===== src/rtl/bwd_pkg.sv =====
`timescale 1ns/1ps
// Package: shared register index encoding for the bridge window decoder.
// Assumes a four-entry configuration space addressed by a 2-bit index.
package bwd_pkg;
    localparam int REG_IDX_W = 2;

    typedef enum logic [REG_IDX_W-1:0] {
        REG_BUSNUM = 2'd0,
        REG_IO_WIN = 2'd1,
        REG_NP_WIN = 2'd2,
        REG_PF_WIN = 2'd3
    } cfg_reg_e;

    localparam int NUM_MEM_WIN = 2;
endpackage


===== src/rtl/bwd_cfg_regs.sv =====
`timescale 1ns/1ps
// Module: bwd_cfg_regs
// Holds the bus register and the three window base/limit pairs.
// Writes land on the clock edge that samples wr_en; reads are combinational.
// Assumes DATA_W is 32 so that the field positions fit the register map.
module bwd_cfg_regs
    import bwd_pkg::*;
#(
    parameter int DATA_W      = 32,
    parameter int IO_FIELD_W  = 13,
    parameter int MEM_FIELD_W = 12
) (
    input  logic                                     clk,
    input  logic                                     rst_n,
    input  logic                                     wr_en,
    input  logic [REG_IDX_W-1:0]                     idx,
    input  logic [DATA_W-1:0]                        wr_data,
    output logic [DATA_W-1:0]                        rd_data,
    output logic [IO_FIELD_W-1:0]                    io_base,
    output logic [IO_FIELD_W-1:0]                    io_limit,
    output logic [NUM_MEM_WIN-1:0][MEM_FIELD_W-1:0]  mem_base,
    output logic [NUM_MEM_WIN-1:0][MEM_FIELD_W-1:0]  mem_limit
);
    localparam int IO_BASE_LSB   = 0;
    localparam int IO_LIMIT_LSB  = DATA_W / 2;
    localparam int MEM_BASE_LSB  = 4;
    localparam int MEM_LIMIT_LSB = DATA_W - MEM_FIELD_W;

    logic [DATA_W-1:0]                       bus_q;
    logic [IO_FIELD_W-1:0]                   io_base_q;
    logic [IO_FIELD_W-1:0]                   io_limit_q;
    logic [NUM_MEM_WIN-1:0][MEM_FIELD_W-1:0] mem_base_q;
    logic [NUM_MEM_WIN-1:0][MEM_FIELD_W-1:0] mem_limit_q;

    // Bus number and latency register: whole word is writable.
    always_ff @(posedge clk) begin
        if (!rst_n) begin
            bus_q <= '0;
        end else if (wr_en && idx == REG_BUSNUM) begin
            bus_q <= wr_data;
        end
    end

    // IO window base and limit fields.
    always_ff @(posedge clk) begin
        if (!rst_n) begin
            io_base_q  <= '0;
            io_limit_q <= '0;
        end else if (wr_en && idx == REG_IO_WIN) begin
            io_base_q  <= wr_data[IO_BASE_LSB  +: IO_FIELD_W];
            io_limit_q <= wr_data[IO_LIMIT_LSB +: IO_FIELD_W];
        end
    end

    // One register per memory window, at consecutive indices.
    for (genvar w = 0; w < NUM_MEM_WIN; w++) begin : g_mem
        localparam int IDX_INT = int'(REG_NP_WIN) + w;
        localparam logic [REG_IDX_W-1:0] MY_IDX = IDX_INT[REG_IDX_W-1:0];

        // Memory window w base and limit fields.
        always_ff @(posedge clk) begin
            if (!rst_n) begin
                mem_base_q[w]  <= '0;
                mem_limit_q[w] <= '0;
            end else if (wr_en && idx == MY_IDX) begin
                mem_base_q[w]  <= wr_data[MEM_BASE_LSB  +: MEM_FIELD_W];
                mem_limit_q[w] <= wr_data[MEM_LIMIT_LSB +: MEM_FIELD_W];
            end
        end
    end

    // Read mux: unimplemented bits return zero.
    always_comb begin
        rd_data = '0;
        case (cfg_reg_e'(idx))
            REG_BUSNUM: rd_data = bus_q;
            REG_IO_WIN: begin
                rd_data[IO_BASE_LSB  +: IO_FIELD_W] = io_base_q;
                rd_data[IO_LIMIT_LSB +: IO_FIELD_W] = io_limit_q;
            end
            REG_NP_WIN: begin
                rd_data[MEM_BASE_LSB  +: MEM_FIELD_W] = mem_base_q[0];
                rd_data[MEM_LIMIT_LSB +: MEM_FIELD_W] = mem_limit_q[0];
            end
            REG_PF_WIN: begin
                rd_data[MEM_BASE_LSB  +: MEM_FIELD_W] = mem_base_q[1];
                rd_data[MEM_LIMIT_LSB +: MEM_FIELD_W] = mem_limit_q[1];
            end
            default: rd_data = '0;
        endcase
    end

    assign io_base   = io_base_q;
    assign io_limit  = io_limit_q;
    assign mem_base  = mem_base_q;
    assign mem_limit = mem_limit_q;
endmodule


===== src/rtl/bwd_range_match.sv =====
`timescale 1ns/1ps
// Module: bwd_range_match
// Inclusive base/limit comparison at field granularity.
// A window whose base exceeds its limit is treated as switched off.
module bwd_range_match #(
    parameter int FIELD_W = 12
) (
    input  logic               qualify,
    input  logic [FIELD_W-1:0] value,
    input  logic [FIELD_W-1:0] base,
    input  logic [FIELD_W-1:0] limit,
    output logic               hit
);
    logic enabled;

    // Window is live only when base does not exceed limit.
    always_comb enabled = (base <= limit);

    // Inclusive comparison at both ends.
    always_comb hit = qualify && enabled && (value >= base) && (value <= limit);
endmodule


===== src/rtl/bwd_side_decode.sv =====
`timescale 1ns/1ps
// Module: bwd_side_decode
// Decodes one address port against the three windows.
// MASK_IO_HIGH=1: IO bits above UP_IO_W are discarded (narrow IO source).
// MASK_IO_HIGH=0: IO bits above UP_IO_W must be zero or no IO hit occurs.
// Memory bits above DN_ADDR_W, when present, must be zero to hit.
module bwd_side_decode
    import bwd_pkg::*;
#(
    parameter int ADDR_W        = 40,
    parameter int DN_ADDR_W     = 32,
    parameter int UP_IO_W       = 25,
    parameter int IO_GRAN_BITS  = 12,
    parameter int MEM_GRAN_BITS = 20,
    parameter bit MASK_IO_HIGH  = 1'b1
) (
    input  logic [ADDR_W-1:0]                              addr,
    input  logic                                           is_io,
    input  logic [UP_IO_W-IO_GRAN_BITS-1:0]                io_base,
    input  logic [UP_IO_W-IO_GRAN_BITS-1:0]                io_limit,
    input  logic [NUM_MEM_WIN-1:0][DN_ADDR_W-MEM_GRAN_BITS-1:0] mem_base,
    input  logic [NUM_MEM_WIN-1:0][DN_ADDR_W-MEM_GRAN_BITS-1:0] mem_limit,
    output logic                                           io_hit,
    output logic                                           np_hit,
    output logic                                           pf_hit,
    output logic                                           target
);
    localparam int IO_FIELD_W  = UP_IO_W - IO_GRAN_BITS;
    localparam int MEM_FIELD_W = DN_ADDR_W - MEM_GRAN_BITS;

    logic                   mem_ok;
    logic                   io_ok;
    logic [NUM_MEM_WIN-1:0] mem_hits;

    // Memory qualifier: only the lowest 4 GB can reach the windows.
    if (ADDR_W > DN_ADDR_W) begin : g_wide_mem
        assign mem_ok = !is_io && !(|addr[ADDR_W-1:DN_ADDR_W]);
    end else begin : g_narrow_mem
        assign mem_ok = !is_io;
    end

    // IO qualifier: drop or reject the bits above the narrow IO space.
    if (MASK_IO_HIGH) begin : g_io_mask
        assign io_ok = is_io;
    end else begin : g_io_reject
        assign io_ok = is_io && !(|addr[DN_ADDR_W-1:UP_IO_W]);
    end

    bwd_range_match #(.FIELD_W(IO_FIELD_W)) u_io (
        .qualify (io_ok),
        .value   (addr[UP_IO_W-1:IO_GRAN_BITS]),
        .base    (io_base),
        .limit   (io_limit),
        .hit     (io_hit)
    );

    for (genvar w = 0; w < NUM_MEM_WIN; w++) begin : g_mem
        bwd_range_match #(.FIELD_W(MEM_FIELD_W)) u_mem (
            .qualify (mem_ok),
            .value   (addr[DN_ADDR_W-1:MEM_GRAN_BITS]),
            .base    (mem_base[w]),
            .limit   (mem_limit[w]),
            .hit     (mem_hits[w])
        );
    end

    // Split the memory results and form the aggregate flag.
    always_comb begin
        np_hit = mem_hits[0];
        pf_hit = mem_hits[1];
        target = io_hit | (|mem_hits);
    end
endmodule


===== src/rtl/bridge_window_decoder.sv =====
`timescale 1ns/1ps
// Module: bridge_window_decoder (top)
// Configuration registers plus two combinational decode ports, one per
// side of the bridge. Assumes CFG_DATA_W of 32 for the register layout.
module bridge_window_decoder
    import bwd_pkg::*;
#(
    parameter int UP_ADDR_W     = 40,
    parameter int DN_ADDR_W     = 32,
    parameter int UP_IO_W       = 25,
    parameter int IO_GRAN_BITS  = 12,
    parameter int MEM_GRAN_BITS = 20,
    parameter int CFG_DATA_W    = 32
) (
    input  logic                  clk,
    input  logic                  rst_n,
    input  logic                  cfg_wr_en,
    input  logic [REG_IDX_W-1:0]  cfg_addr,
    input  logic [CFG_DATA_W-1:0] cfg_wdata,
    output logic [CFG_DATA_W-1:0] cfg_rdata,
    input  logic [UP_ADDR_W-1:0]  up_addr,
    input  logic                  up_is_io,
    input  logic [DN_ADDR_W-1:0]  dn_addr,
    input  logic                  dn_is_io,
    output logic                  up_io_hit,
    output logic                  up_np_hit,
    output logic                  up_pf_hit,
    output logic                  up_target,
    output logic                  dn_io_hit,
    output logic                  dn_np_hit,
    output logic                  dn_pf_hit,
    output logic                  dn_target
);
    localparam int IO_FIELD_W  = UP_IO_W - IO_GRAN_BITS;
    localparam int MEM_FIELD_W = DN_ADDR_W - MEM_GRAN_BITS;

    logic [IO_FIELD_W-1:0]                   io_base;
    logic [IO_FIELD_W-1:0]                   io_limit;
    logic [NUM_MEM_WIN-1:0][MEM_FIELD_W-1:0] mem_base;
    logic [NUM_MEM_WIN-1:0][MEM_FIELD_W-1:0] mem_limit;

    bwd_cfg_regs #(
        .DATA_W      (CFG_DATA_W),
        .IO_FIELD_W  (IO_FIELD_W),
        .MEM_FIELD_W (MEM_FIELD_W)
    ) u_regs (
        .clk       (clk),
        .rst_n     (rst_n),
        .wr_en     (cfg_wr_en),
        .idx       (cfg_addr),
        .wr_data   (cfg_wdata),
        .rd_data   (cfg_rdata),
        .io_base   (io_base),
        .io_limit  (io_limit),
        .mem_base  (mem_base),
        .mem_limit (mem_limit)
    );

    bwd_side_decode #(
        .ADDR_W        (UP_ADDR_W),
        .DN_ADDR_W     (DN_ADDR_W),
        .UP_IO_W       (UP_IO_W),
        .IO_GRAN_BITS  (IO_GRAN_BITS),
        .MEM_GRAN_BITS (MEM_GRAN_BITS),
        .MASK_IO_HIGH  (1'b1)
    ) u_up (
        .addr      (up_addr),
        .is_io     (up_is_io),
        .io_base   (io_base),
        .io_limit  (io_limit),
        .mem_base  (mem_base),
        .mem_limit (mem_limit),
        .io_hit    (up_io_hit),
        .np_hit    (up_np_hit),
        .pf_hit    (up_pf_hit),
        .target    (up_target)
    );

    bwd_side_decode #(
        .ADDR_W        (DN_ADDR_W),
        .DN_ADDR_W     (DN_ADDR_W),
        .UP_IO_W       (UP_IO_W),
        .IO_GRAN_BITS  (IO_GRAN_BITS),
        .MEM_GRAN_BITS (MEM_GRAN_BITS),
        .MASK_IO_HIGH  (1'b0)
    ) u_dn (
        .addr      (dn_addr),
        .is_io     (dn_is_io),
        .io_base   (io_base),
        .io_limit  (io_limit),
        .mem_base  (mem_base),
        .mem_limit (mem_limit),
        .io_hit    (dn_io_hit),
        .np_hit    (dn_np_hit),
        .pf_hit    (dn_pf_hit),
        .target    (dn_target)
    );
endmodule


===== config.mk =====
export PLATFORM = sky130hd
export DESIGN_NAME = bridge_window_decoder
export DESIGN_NICKNAME = d
export VERILOG_FILES = /design/src/rtl/bwd_pkg.sv /design/src/rtl/bwd_cfg_regs.sv /design/src/rtl/bwd_range_match.sv /design/src/rtl/bwd_side_decode.sv /design/src/rtl/bridge_window_decoder.sv
export SDC_FILE = /design/constraint.sdc
export NUM_CORES = 1
export LEC_CHECK = 0
export BUFFER_PORTS_ARGS = -buffer_cell sky130_fd_sc_hd__buf_4
export CAP_MARGIN = 15
export CORE_UTILIZATION = 30
export CTS_BUF_LIST = sky130_fd_sc_hd__clkbuf_4 sky130_fd_sc_hd__clkbuf_8
export CTS_CLUSTER_DIAMETER = 120
export DETAILED_ROUTE_END_ITERATION = 16
export PLACE_DENSITY = 0.57
export SYNTH_ARGS = -nofsm -noshare
export SYNTH_HDL_FRONTEND = slang
export SYNTH_SLANG_ARGS = --single-unit

===== constraint.sdc =====
create_clock -name clk -period 3 [get_ports clk]
set_input_delay 0.3 -clock clk [delete_from_list [all_inputs] [get_ports clk]]
set_output_delay 0.3 -clock clk [all_outputs]
set_load 0.02 [all_outputs]

==> summary.txt, run 1 <==
Status
  – Status: completed

Placement
  – Post-DP Area: 10200 sq um
  – Hpwl dp: 22600 um
  – # port buffers: 126
  – Pre-CTS setup slack: 0.171 ns
  – Post-Place Cells: 1546
  – Routability cong.: 0.896

Clocking
  – CTS clk-pin slew, worst paths: 0.13 ns
  – Worst skew pair latency: 0.38 ns
  – Clk sinks: 106
  – CTS root buf: clkbuf_8
  – CTS tree: yes
  – Num CTS Buffers: 9
  – H-tree depth: 3
  – CTS Buffer Depth: 2

Route
  – Final wirelength: 29100 um
  – Routed len/inst: 18.5 um
  – DR DRC count: 0
  – Number of DRC markers in iteration 0: 541
  – Vias per cell: 5.09
  – Drt first pass iters: 5
  – Remaining antenna violation count: 0
  – DR vias: 8016

Worst setup path
  – Crit path cell chain: ha_1, nand2b_1, a21o_1, a211oi_2, nor4_2, a2111oi_4, nor4bb_4, or3_4, buf_6
  – WP buf/inv: 1
  – CP peak stage delay: 0.38 ns
  – Arrival time of the worst setup path: 2.64 ns
  – CP Capture Type: primary output
  – CP Max Fanout: 5
  – Req. time, crit path: 2.70 ns
  – Cell family with most CP delay: compound AO/OA/AOI/OAI gates
  – CP max-delay cell: dfxtp_4
  – Crit path kind: reg -> out
  – CP Launch Type: flip-flop

Final layout
  – ANT cells: 0
  – Layout area overhead: 22.8%
  – Post-route cell area: 10800 sq um
  – Final #Nets: 1481
  – Share of cells above drive strength 1: 22.9%
  – Fin cells: 1574
  – Fill count: 2971

Synth
  – Number of synthesized flops with an enable pin: 0
  – Distinct cell type count of the synthesized netlist: 49
  – Ys Warns: 0
  – Syn nets: 1360
  – Main synth FF type: dfxtp_1
  – Seq cells post-synth: 106
  – Cell count after synthesis: 1064
  – Ys async rst share: 0%
  – Netlist Area Pre-Place: 8810 sq um
  – Sequential area share after synthesis: 24.1%
  – Syn Area/Cell: 8.28 sq um

STA
  – Skew final: 0 ns
  – Fmax: 340 MHz
  – Slew margin rel.: 37.6%
  – Hold Violations, Final: 0
  – Setup violators final: 0
  – Final setup margin: 0.0553 ns
  – Setup TNS: 0 ns
  – Period utilization: 98.2%
  – Worst Tran Pin Value: 0.935 ns
  – Period minus WS final: 2.94 ns
  – Max Slew Vio Count: 0
  – RSZ-0062 raised after global routing: true

Floorplanning
  – Starting Density: 30.6%
  – Die X: 173 um
  – Boundary pin count: 151
  – Die Y: 173 um
  – Cell Rows: 62
  – Core area: 28800 sq um
  – Die area: 30000 sq um

Global route
  – Tot GR Track Use: 19.2%
  – Congestion Overflow GR: 0
  – Global-route wire length before repair: 44600 um
  – Largest net degree at the start of global routing: 107
  – Initial antenna violation count: 0
  – Vias in the first global route: 7721

Power
  – Total power: 3.46 mW
  – VDD IR max: 0.272 mV
  – Leakage: 4.37 nW
  – Pwr Density: 320 nW/um^2

Worst hold path
  – Hold crit path type: in -> reg

Job
  – Max_cap viols: 0
==> placed cells by master, fill, tap and decap left out, types with 9 or more instances in the layout <==
master,synthesis,layout
nand2_1,240,240
ha_1,185,178
buf_4,0,150
a21boi_0,99,99
dfxtp_1,106,72
inv_1,76,65
a21oi_1,56,51
dfxtp_2,0,32
a21o_1,31,31
nor2_1,32,30
nand4_1,28,28
mux4_2,18,18
nor2b_1,17,17
o21ai_0,21,16
nand3_1,12,12
clkbuf_8,0,9
==> what timing repair did <==
action	CTS	global route
setup endpoints to repair	7	7
pin swaps	12	18
hold buffers	0	0
buffers inserted	8	4
resized for setup	57	47
==> cell type report <==
cell class | count | area (sq um) | share of cell area, %
clock buffer | 9 | 124 | 1.15
tap | 384 | 480 | 4.44
inverter | 76 | 295 | 2.73
sequential | 106 | 2170 | 20.1
clock inverter | 7 | 70.1 | 0.648
timing repair buffer | 152 | 1160 | 10.7
multi-input combinational | 840 | 6520 | 60.3
==> worst register-to-register path, delay by kind of cell, from the launching register on <==
| family | cells | cell delay, ns |
|---|---|---|
| AO/OA/AOI/OAI | 1 | 0.16 |
| AND/OR/NAND/NOR | 1 | 0.05 |
| buffers and inverters | 1 | 0.16 |
| flip-flops | 1 | 0.38 |
==> path summary, 6_finish.rpt <==
kind	startpoint	end	slack, ns	cells after the start
max	u_regs.mem_base[0]	up_target	0.06	9
max reg2reg	u_regs.mem_base[13]	u_regs.mem_base[13]	2.19	3
min reg2reg	u_regs.bus_q[1]	u_regs.bus_q[1]	0.46	2
min	cfg_wdata[14]	u_regs.mem_base[22]	0.16	3
==> cells by family (layout without fill, tap and decap cells) <==
kind of cell	Yosys count	after routing	synth area share [%]
AND/OR/NAND/NOR	366	366	18.4
AO/OA/AOI/OAI	263	263	20.6
adder cells (fa/ha/maj)	185	185	26.3
buffers and inverters	118	244	5.11
flip-flops	106	106	24.1
multiplexers	26	26	5.51
==> layer usage <==
layer / track usage (%) / wire [um] / vias up
met3: 3.09 / 1510 / 22
li1: - / - / 4017
met2: 30.5 / 13100 / 195
met5: 0 / 0 / -
met4: 3.80 / 350 / 0
met1: 27.2 / 14100 / 3782
==> per-stage QoR <==
stage,hold slack (ns),utilization (%)
finish,0.156,37.6
global route,0.155,37.6
CTS,0.150,36.8
detailed placement,0.445,35.4
global placement,0.439,35.4
floorplan,0.434,-
==> Yosys cell counts (all sizes together), types with 2 or more instances <==
cell type | instances | share of area, %
nand2b | 6 | 0.43
a22o | 6 | 0.60
ha | 185 | 26
o311ai | 3 | 0.30
nor2 | 33 | 1.4
o21ai | 22 | 1.3
clkbuf | 35 | 1.5
or2 | 4 | 0.28
nor2b | 17 | 1.2
a211o | 3 | 0.30
a2111oi | 5 | 0.51
nor4b | 2 | 0.37
and2 | 2 | 0.14
nor3 | 6 | 0.34
buf | 7 | 0.38
mux4 | 18 | 4.6
a221o | 4 | 0.45
o21a | 5 | 0.43
a21oi | 56 | 3.2
nand2 | 240 | 10
nand4 | 28 | 2.0
and4 | 3 | 0.30
o211ai | 7 | 0.60
a21o | 31 | 2.6
dfxtp | 106 | 24
a21boi | 107 | 9.1
a31oi | 3 | 0.21
nor4 | 8 | 0.57
a211oi | 5 | 0.43
inv | 76 | 3.2
o21bai | 2 | 0.17
nand3 | 12 | 0.68
mux2i | 8 | 0.91
==> power by group <==
group | internal (mW) | leakage [nW] | total, mW | switching [mW]
Clock | 0.329 | 0.0973 | 0.899 | 0.570
Combinational | 0.480 | 3.40 | 1.06 | 0.581
Sequential | 1.46 | 0.878 | 1.50 | 0.0461
Total | 2.26 | 4.37 | 3.46 | 1.20
==> state kept, by name (all words and copies together) (netlist names) <==
signal / count
u_regs.mem_base: 24
u_regs.io_base: 13
u_regs.bus_q: 32
u_regs.io_limit: 13
u_regs.mem_limit: 24
Power figures use the tool's default switching activity.
==> run 2, diff against run 1 <==
--- a/config.mk
+++ b/config.mk
@@ -5,6 +5,7 @@
 export SDC_FILE = /design/constraint.sdc
 export NUM_CORES = 1
 export LEC_CHECK = 0
+export ABC_AREA = 1
 export BUFFER_PORTS_ARGS = -buffer_cell sky130_fd_sc_hd__buf_4
 export CAP_MARGIN = 15
 export CORE_UTILIZATION = 30
==> run 2 against run 1 <==
  * Register-to-register slack better by 0.02 ns
  * Sequential power hardly changed
  * Combinational power is 14% higher
  * Clock power rose by 9.9%
  * Routed wire length grew 0.32%
  * Clock skew unchanged
  * Utilization decreased by 1.6 points
  * Global-route usage rose by 0.30 points
  * Critical path depth up 2
  * First-iteration DRC count is 28% lower
  * Largest cell class unchanged
==> summary.txt, run 2 <==
Route
  – Number of DRC markers in iteration 0: 389
  – DR DRC count: 0
  – Remaining antenna violation count: 0
  – DR vias: 8672
  – Drt first pass iters: 5
  – Routed len/inst: 16.1 um
  – Vias per cell: 4.79
  – Final wirelength: 29200 um

Synth
  – Area contributors post-synth: ha_1 26%, dfxtp_1 24%, nand2_1 14%
  – Synth cell count leaders: 325 x nand2_1, 190 x inv_1, 185 x ha_1, 127 x a21oi_1, 116 x nor2_1
  – Most frequent cell after synthesis: nand2_1
  – Seq cells post-synth: 106
  – Largest area contributor in the netlist: ha_1
  – Main synth FF type: dfxtp_1
  – Syn Area/Cell: 6.78 sq um
  – Distinct cell type count of the synthesized netlist: 28
  – Netlist Area Pre-Place: 8920 sq um
  – Cell count after synthesis: 1316
  – Ys Warns: 0
  – Post-synth top area share: 25.9%
  – Number of synthesized flops with an enable pin: 0
  – Syn nets: 1612
  – Ys async rst share: 0%
  – Sequential area share after synthesis: 23.8%

Final layout
  – Final #Nets: 1717
  – Layout area overhead: 17.1%
  – Most frequent cells in the layout: 325 x nand2_1, 190 x inv_1, 185 x ha_1, 134 x buf_4, 127 x a21oi_1
  – ANT cells: 0
  – Commonest non-fill, non-tap cell in the layout: nand2_1
  – Top reg by flops: u_regs.bus_q
  – Fill count: 3209
  – Max reg flops: 32
  – Share of cells above drive strength 1: 11.0%
  – Sequential standard cell area: 2120 sq um
  – Multi-input gate area: 5900 sq um

Worst setup path
  – R2r startpoint: u_regs.mem_base[11]
  – Arrival time of the worst setup path: 2.44 ns
  – Req. time, crit path: 2.70 ns
  – CP Launch Point: u_regs.io_limit[12]
  – CP Max Fanout: 4
  – CP Launch Type: flip-flop
  – Crit path kind: reg -> out
  – CP Capture Type: primary output

Clocking
  – H-tree depth: 3
  – Post-CTS setup buffers: 0
  – Post-CTS Hold Fix Bufs: 0
  – Resize count post-CTS: 0
  – CTS Buffer Depth: 2
  – Clk sinks: 106
  – CTS tree: yes
  – CTS root buf: clkbuf_8
  – Num CTS Buffers: 9
  – Worst skew pair latency: 0.39 ns
  – CTS clk-pin slew, worst paths: 0.13 ns

Placement
  – Routability cong.: 0.885
  – # port buffers: 126
  – Hpwl dp: 23300 um

Floorplanning
  – Die area: 30400 sq um
  – Core area: 29000 sq um
  – Boundary pin count: 151
  – Starting Density: 30.8%
  – Die X: 174 um
  – Cell Rows: 62
  – Die Y: 174 um

Global route
  – Largest net degree at the start of global routing: 107
  – Tot GR Track Use: 19.5%
  – Vias in the first global route: 8226
  – Initial antenna violation count: 1
  – Global-route wire length before repair: 45900 um
  – Congestion Overflow GR: 0

Worst hold path
  – Hold crit path type: in -> reg
  – Hold_sp: cfg_wdata[30]

STA
  – Period minus WS final: 2.74 ns
  – RSZ-0062 raised after global routing: false
  – Fmax: 365 MHz
  – Worst Tran Pin Value: 0.925 ns
  – Setup violators final: 0
  – WHS: 0.142 ns
  – Period utilization: 91.2%
  – Hold Violations, Final: 0
  – Max Slew Vio Count: 0
  – Setup TNS: 0 ns
  – Skew final: 0 ns
  – Slew margin rel.: 38.4%

Power
  – Part of the power in registers: 40.9%
  – Switch share: 36.7%
  – Clock network fraction of total power: 26.5%
  – VDD IR max: 0.242 mV
  – Leakage: 5.08 nW
  – Pwr Density: 357 nW/um^2
  – Total power: 3.73 mW
  – Gate power share: 32.6%
  – P_sw: 1.37 mW
  – Int Pwr: 2.36 mW

Status
  – Status: completed

Job
  – Max_cap viols: 0
[run 2: routing by layer]
layer  share of wire [%]  GRT usage (%)
met2                  47           33.8
met5               0.038              0
met4                 2.4           6.25
met1                  46           24.7
met3                 3.8           2.58
[run 2: worst max-delay path, cell delays in order (launching register included)]
cell and delay [ns]:
dfxtp_1 0.34, inv_1 0.11, ha_1 0.31, nand2_1 0.07
nor2_1 0.18, inv_1 0.06, nor2_1 0.14, nand3_1 0.08
nand2_1 0.13, nand4_1 0.30, nand3_1 0.16, buf_4 0.15
[run 2: worst paths after layout]
check	to	slack [ns]	depth (start not counted)
hold reg to reg	u_regs.bus_q[16]	0.49	2
hold / removal	u_regs.bus_q[30]	0.14	3
setup / recovery	dn_target	0.26	11
setup reg to reg	u_regs.mem_base[11]	2.21	2
[run 2: stage by stage]
stage	instances	setup WS [ns]	util [%]	cell area (sq um)
floorplan	1316	1.25	-	8920
global placement	1794	0.600	35.3	10200
detailed placement	1794	0.598	35.3	10200
CTS	1810	0.161	36.0	10400
global route	1810	0.000501	36.0	10400
finish	1810	0.263	36.0	10400
[run 2: area by class of cell]
cell class / instances / area share [%]
clock buffers: 9 / 1.19
clock inverters: 7 / 0.910
inverters: 192 / 6.92
multi-input cells: 978 / 56.4
flip-flops and latches: 106 / 20.3
well taps: 384 / 4.60
repair buffers: 134 / 9.63
[run 2: power groups by stage]
stage	registers (mW)	clock network (mW)	logic, mW
finish	1.52	0.988	1.21
detailed placement	1.56	0	1.22
CTS	1.52	1.01	1.22
global placement	1.55	0	1.19
global route	1.53	1.06	1.40
floorplan	1.54	0	0.778
[run 2: cells by family (layout without fill, tap and decap cells)]
group,after synthesis,in the layout,share of synthesized area (%)
adder cells (fa/ha/maj),185,185,25.9
AO/OA/AOI/OAI,275,275,16.7
AND/OR/NAND/NOR,518,518,23.5
buffers and inverters,232,342,10.1
flip-flops,106,106,23.8
